[config.mk]
export PLATFORM = sky130hd
export DESIGN_NAME = bitops_unit
export DESIGN_NICKNAME = d
export VERILOG_FILES = /design/src/rtl/bitops_pkg.sv /design/src/rtl/bitops_shifter.sv /design/src/rtl/bitops_flagcalc.sv /design/src/rtl/bitops_bitfield.sv /design/src/rtl/bitops_status.sv /design/src/rtl/bitops_unit.sv
export SDC_FILE = /design/constraint.sdc
export NUM_CORES = 1
export LEC_CHECK = 0
export ABC_AREA = 1
export ABC_CLOCK_PERIOD_IN_PS = 1400
export BUFFER_PORTS_ARGS = -buffer_cell sky130_fd_sc_hd__buf_4
export CORE_MARGIN = 10
export CORE_UTILIZATION = 51
export DETAILED_ROUTE_END_ITERATION = 16
export PLACE_DENSITY = 0.81
export SLEW_MARGIN = 15
export SYNTH_ARGS = -nofsm -noshare
export SYNTH_HDL_FRONTEND = slang
export SYNTH_SLANG_ARGS = --single-unit
[constraint.sdc]
create_clock -name clk -period 1.4 [get_ports clk]
set_clock_uncertainty 0.05 [all_clocks]
set_input_delay 0.07 -clock clk [delete_from_list [all_inputs] [get_ports clk]]
set_output_delay 0.07 -clock clk [all_outputs]
set_load 0.005 [all_outputs]
[src/rtl/bitops_pkg.sv]
package bitops_pkg;

    localparam int unsigned WORD_W = 8;
    localparam int unsigned STAT_W = 8;
    localparam int unsigned OP_W   = 4;

    // status bit positions
    localparam int unsigned FLG_C = 0;
    localparam int unsigned FLG_Z = 1;
    localparam int unsigned FLG_N = 2;
    localparam int unsigned FLG_V = 3;
    localparam int unsigned FLG_S = 4;
    localparam int unsigned FLG_H = 5;
    localparam int unsigned FLG_T = 6;
    localparam int unsigned FLG_I = 7;

    typedef enum logic [OP_W-1:0] {
        OP_NOP  = 4'd0,
        OP_SHL  = 4'd1,
        OP_SHR  = 4'd2,
        OP_RCL  = 4'd3,
        OP_RCR  = 4'd4,
        OP_SAR  = 4'd5,
        OP_NSWP = 4'd6,
        OP_TSTO = 4'd7,
        OP_TLOD = 4'd8,
        OP_FSET = 4'd9,
        OP_FCLR = 4'd10
    } bop_e;

    typedef enum logic [2:0] {
        SRC_PASS,
        SRC_SHIFT,
        SRC_SWAP,
        SRC_INSERT
    } res_src_e;

    typedef enum logic [2:0] {
        ST_HOLD,
        ST_ARITH,
        ST_TCOPY,
        ST_FORCE
    } stat_src_e;

    typedef struct packed {
        res_src_e  res_src;
        stat_src_e stat_src;
        logic      wr_result;
        logic      force_val;
    } bop_ctrl_t;

    function automatic bop_ctrl_t decode_op(input logic [OP_W-1:0] code);
        bop_ctrl_t c;
        c.res_src   = SRC_PASS;
        c.stat_src  = ST_HOLD;
        c.wr_result = 1'b0;
        c.force_val = 1'b0;
        case (code)
            OP_SHL, OP_SHR, OP_RCL, OP_RCR, OP_SAR: begin
                c.res_src   = SRC_SHIFT;
                c.stat_src  = ST_ARITH;
                c.wr_result = 1'b1;
            end
            OP_NSWP: begin
                c.res_src   = SRC_SWAP;
                c.wr_result = 1'b1;
            end
            OP_TSTO: c.stat_src = ST_TCOPY;
            OP_TLOD: begin
                c.res_src   = SRC_INSERT;
                c.wr_result = 1'b1;
            end
            OP_FSET: begin
                c.stat_src  = ST_FORCE;
                c.force_val = 1'b1;
            end
            OP_FCLR: c.stat_src = ST_FORCE;
            default: ;
        endcase
        return c;
    endfunction

    function automatic logic is_shift_op(input logic [OP_W-1:0] code);
        return (code >= OP_SHL) && (code <= OP_SAR);
    endfunction

endpackage

[src/rtl/bitops_shifter.sv]
module bitops_shifter
    import bitops_pkg::*;
#(
    parameter int W = WORD_W
) (
    input  logic [OP_W-1:0] op_code,
    input  logic [W-1:0]    din,
    input  logic            cin,
    output logic [W-1:0]    dout,
    output logic            cout
);

    always_comb begin
        dout = din;
        cout = cin;
        case (op_code)
            OP_SHL: begin
                dout = {din[W-2:0], 1'b0};
                cout = din[W-1];
            end
            OP_SHR: begin
                dout = {1'b0, din[W-1:1]};
                cout = din[0];
            end
            OP_RCL: begin
                dout = {din[W-2:0], cin};
                cout = din[W-1];
            end
            OP_RCR: begin
                dout = {cin, din[W-1:1]};
                cout = din[0];
            end
            OP_SAR: begin
                dout = {din[W-1], din[W-1:1]};
                cout = din[0];
            end
            default: ;
        endcase
    end

endmodule

[src/rtl/bitops_flagcalc.sv]
module bitops_flagcalc
    import bitops_pkg::*;
#(
    parameter int W  = WORD_W,
    parameter int SW = STAT_W
) (
    input  logic [W-1:0]  value,
    input  logic          carry,
    input  logic [SW-1:0] stat_in,
    output logic [SW-1:0] stat_out
);

    logic neg, ovf, sgn, zer;

    always_comb begin
        neg = value[W-1];
        ovf = neg ^ carry;
        sgn = neg ^ ovf;
        zer = ~|value;

        stat_out        = stat_in;
        stat_out[FLG_C] = carry;
        stat_out[FLG_Z] = zer;
        stat_out[FLG_N] = neg;
        stat_out[FLG_V] = ovf;
        stat_out[FLG_S] = sgn;
    end

endmodule

[src/rtl/bitops_bitfield.sv]
module bitops_bitfield
    import bitops_pkg::*;
#(
    parameter int W     = WORD_W,
    localparam int IW   = $clog2(W),
    localparam int HALF = W / 2
) (
    input  logic [W-1:0]  din,
    input  logic [IW-1:0] sel,
    input  logic          t_in,
    output logic [W-1:0]  swapped,
    output logic [W-1:0]  inserted,
    output logic          picked
);

    for (genvar g = 0; g < HALF; g++) begin : g_swap
        assign swapped[g]        = din[g + HALF];
        assign swapped[g + HALF] = din[g];
    end

    for (genvar g = 0; g < W; g++) begin : g_insert
        assign inserted[g] = (sel == IW'(g)) ? t_in : din[g];
    end

    assign picked = din[sel];

endmodule

[src/rtl/bitops_status.sv]
module bitops_status
    import bitops_pkg::*;
#(
    parameter int SW = STAT_W
) (
    input  logic          clk,
    input  logic          rst,
    input  logic [SW-1:0] d,
    output logic [SW-1:0] q
);

    always_ff @(posedge clk) begin
        if (rst) q <= '0;
        else     q <= d;
    end

endmodule

[src/rtl/bitops_unit.sv]
module bitops_unit
    import bitops_pkg::*;
#(
    parameter int DATA_W = WORD_W,
    parameter int SREG_W = STAT_W
) (
    input  logic                      clk,
    input  logic                      rst,
    input  logic [OP_W-1:0]           op_sel,
    input  logic [DATA_W-1:0]         operand,
    input  logic [$clog2(DATA_W)-1:0] bit_idx,
    input  logic [$clog2(SREG_W)-1:0] flag_idx,
    output logic [DATA_W-1:0]         result,
    output logic                      result_we,
    output logic [SREG_W-1:0]         sreg_next,
    output logic [SREG_W-1:0]         sreg
);

    localparam int FIW = $clog2(SREG_W);

    bop_ctrl_t          ctrl;
    logic [DATA_W-1:0]  sh_val, sw_val, ins_val;
    logic               sh_c, bit_pick;
    logic [SREG_W-1:0]  arith_stat, force_mask;

    assign ctrl = decode_op(op_sel);

    bitops_shifter #(.W(DATA_W)) u_shift (
        .op_code (op_sel),
        .din     (operand),
        .cin     (sreg[FLG_C]),
        .dout    (sh_val),
        .cout    (sh_c)
    );

    bitops_flagcalc #(.W(DATA_W), .SW(SREG_W)) u_flags (
        .value    (sh_val),
        .carry    (sh_c),
        .stat_in  (sreg),
        .stat_out (arith_stat)
    );

    bitops_bitfield #(.W(DATA_W)) u_bits (
        .din      (operand),
        .sel      (bit_idx),
        .t_in     (sreg[FLG_T]),
        .swapped  (sw_val),
        .inserted (ins_val),
        .picked   (bit_pick)
    );

    assign force_mask = SREG_W'(1) << flag_idx;

    always_comb begin
        case (ctrl.res_src)
            SRC_SHIFT:  result = sh_val;
            SRC_SWAP:   result = sw_val;
            SRC_INSERT: result = ins_val;
            default:    result = operand;
        endcase
        result_we = ctrl.wr_result;
    end

    always_comb begin
        sreg_next = sreg;
        case (ctrl.stat_src)
            ST_ARITH: sreg_next = arith_stat;
            ST_TCOPY: sreg_next[FLG_T] = bit_pick;
            ST_FORCE: sreg_next = ctrl.force_val ? (sreg | force_mask)
                                                 : (sreg & ~force_mask);
            default:  ;
        endcase
    end

    bitops_status #(.SW(SREG_W)) u_stat (
        .clk (clk),
        .rst (rst),
        .d   (sreg_next),
        .q   (sreg)
    );

    logic unused_fiw;
    assign unused_fiw = (FIW > 0) ? 1'b0 : 1'b1;

endmodule

==> results.json <==
{
  "fin_crit_sh_pct": 107,
  "path_cells": "buf_2 -> o311ai_2 -> o2111ai_1 -> buf_4",
  "reg_top3": "u_stat.q (8)",
  "start_kind": "flop",
  "grt_pass1_vias": 1804,
  "via_count": 1890,
  "fill_cells": 233,
  "timing.rr.start": "u_stat.q[0]",
  "drive_gt1_share_pct": 36.4,
  "whs_path_depth": 4,
  "total_power_mw": 1.02,
  "p_int_mw": 0.589,
  "ys_seq_elements": 8,
  "die-width_microns": 70.9,
  "register_area_sq_um": 165,
  "setup_tns_ps": -409,
  "io_pins": 45,
  "htree_levels": 1,
  "initial_core_util_pct": 53.2,
  "synth_seq_area_share_pct": 12.1,
  "status": "finished with violations",
  "seqPwrFrac_pct": 24.5,
  "place_hpwl_microns": 3590,
  "ff2ff_setup_slack_ps": 50,
  "synth_nets": 264,
  "synth_cell_types": 32,
  "clockBufferDepth": 2,
  "p_leak_nw": 0.989,
  "synth_top_area_share_pct": 21.6,
  "p_switching_mw": 0.429,
  "finalMaxSlewViolations": 0,
  "grt_pass1_wl_microns": 8090,
  "cts_inserted_buffers": 3,
  "grt_usage_pct": 18.2,
  "path_clk_slew_ps": 50,
  "max-cap-violations": 0,
  "min-delay-path-class": "in -> reg",
  "grt_max_degree": 12,
  "path_delay_family": "compound AO/OA/AOI/OAI gates",
  "fin_cells": 335,
  "power_density_nw_per_um2": 522,
  "cp_max_fo": 6,
  "largest_reg_flops": 8,
  "mostFrequentLayoutCells": "nand2_1 (72), buf_4 (60), inv_1 (29)",
  "rows": 18,
  "drc": 0,
  "portBuffers": 44,
  "syn_area_sq_um": 1320,
  "hold_end": "u_stat.q[6]",
  "diodes": 0,
  "vdd_drop_max_v": 0.000770,
  "arrival_ps": 1380,
  "largest-register": "u_stat.q",
  "root_buffer": "clkbuf_4",
  "period_needed_ps": 1500,
  "grt_overflow_total": 0,
  "die_h_microns": 70.9,
  "gp_congestion": 0.881,
  "ys_warn_count": 0,
  "avgSynthCellArea_sq_um": 5.40,
  "fin_ws_ps": -102,
  "vias_per_cell": 5.64,
  "clkPwrFrac_pct": 18.1,
  "max_slew_margin_pct": 80.9,
  "clkLatencyLatePin_ps": 260,
  "dp_cells": 321,
  "max_stage_delay_ps": 370,
  "worstPathRequired_ps": 1280,
  "rsz0062_at_grt": "true",
  "r2r_end": "u_stat.q[1]",
  "setup_violations": 8,
  "crit_path_end_kind": "output port",
  "pre_cts_ws_ps": -10.0,
  "drt_iter0_markers": 160,
  "swShare_pct": 42.1,
  "final_nets": 327,
  "clock.fmax_mhz": 666,
  "critical_path_buf_inv_count": 2,
  "cts_tree": "done",
  "postRouteAntennaNets": 0,
  "postSynthCellCount": 244,
  "routedWlPerCell_microns": 14.8,
  "synth_area_leaders": "nand2_1 (22%), dfxtp_1 (12%), inv_1 (8.8%)",
  "firstDrtPassIters": 4,
  "worstMarginPinSlew_ps": 286,
  "cts_sinks": 8,
  "synth_area_leader_cell": "nand2_1",
  "die_area_sq_um": 5020,
  "multiInputGateArea_sq_um": 1080,
  "area_growth_pct": 47.8,
  "reg2reg_depth": 12,
  "hp-start": "bit_idx[2]",
  "crit_type": "reg -> out",
  "comb_power_share_pct": 57.4,
  "violations": "negative setup slack",
  "layout_commonest_cell": "nand2_1",
  "hold_viol_final": 0,
  "crit_slowest_cell": "dfxtp_4",
  "totalWireLength_microns": 4970,
  "core_region_area_sq_um": 2480,
  "antenna_found_initial": 0
}
cell families after synthesis:
group           count (synthesis)  synth area share (%)
flops                           8                  12.1
compound gates                 49                  24.9
buf+inv                        45                  15.0
simple gates                  142                  48.0
synth_stat cells:
master / number
nand2_1: 76
inv_1: 31
nor2_1: 24
nand3_1: 23
a21oi_1: 12
o21ai_0: 10
dfxtp_1: 8
o2111ai_1: 7
inv_2: 6
nand2_2: 5
nor3_1: 5
nand3_2: 4
o211ai_1: 4
o311ai_0: 4
nor2_2: 3
buf_2: 2
buf_4: 2
clkbuf_1: 2
o21ai_1: 2
o22ai_1: 2
a21oi_2: 1
a22oi_1: 1
a31oi_1: 1
a31oi_2: 1
a41oi_1: 1
buf_6: 1
buf_8: 1
nand2_4: 1
nor3_4: 1
o21ai_2: 1
o221ai_1: 1
o31ai_1: 1
worst register-to-register path, delay by kind of cell (launching register included):
family,cells,cell delay (ps)
DFF,1,370
buffers and inverters,3,220
and+or+nand+nor,9,610
through the flow:
stage / area, sq um / utilization (%) / hold slack, ps
2_1_floorplan: 1320 / - / 85.6
3_3_place_gp: 1710 / 69.0 / 232
3_5_place_dp: 1710 / 69.0 / 232
4_1_cts: 1820 / 73.5 / 146
5_1_grt: 1950 / 78.7 / 210
6_report: 1950 / 78.7 / 171
area by class of cell:
type | count | share of cell area (%)
Sequential cell | 8 | 8.47
Timing Repair inverter | 1 | 0.385
Timing Repair Buffer | 64 | 25.0
Inverter | 37 | 7.51
Tap cell | 30 | 1.93
Multi-Input combinational cell | 192 | 55.5
Clock buffer | 3 | 1.16
timing repair:
item / 4_1_cts / 5_1_grt
gates cloned: 2 / 0
hold buffers: 1 / 0
endpoints found under the setup margin: 10 / 16
pin swaps: 7 / 16
resized for setup: 17 / 24
endpoints found under the hold margin: 4 / 0
setup buffers: 3 / 5
power by group through the flow:
stage | clock network (mW) | registers [mW] | logic, mW
2_1_floorplan | 0 | 0.251 | 0.283
3_3_place_gp | 0 | 0.254 | 0.500
3_5_place_dp | 0 | 0.254 | 0.504
4_1_cts | 0.183 | 0.249 | 0.535
5_1_grt | 0.198 | 0.250 | 0.645
6_report | 0.184 | 0.249 | 0.584
worst max-delay path by stage:
stage | start | endpoint | slack, ps | depth (start not counted)
after floorplan | op_sel[0] | u_stat.q[4] | 200 | 13
after CTS | u_stat.q[0] | sreg_next[1] | -60 | 8
final | u_stat.q[6] | result[3] | -100 | 4
after global placement | op_sel[3] | sreg_next[1] | -5 | 12
after global routing | u_stat.q[0] | sreg_next[1] | -170 | 8
after detailed placement | op_sel[3] | result[6] | -10 | 10
metal layers:
layer	track usage [%]	share of wire, %
met2	31.1	50
met4	4.73	1.2
met5	0	0
met3	4.32	6.5
met1	22.3	42
(Power assumes the default switching activity.)
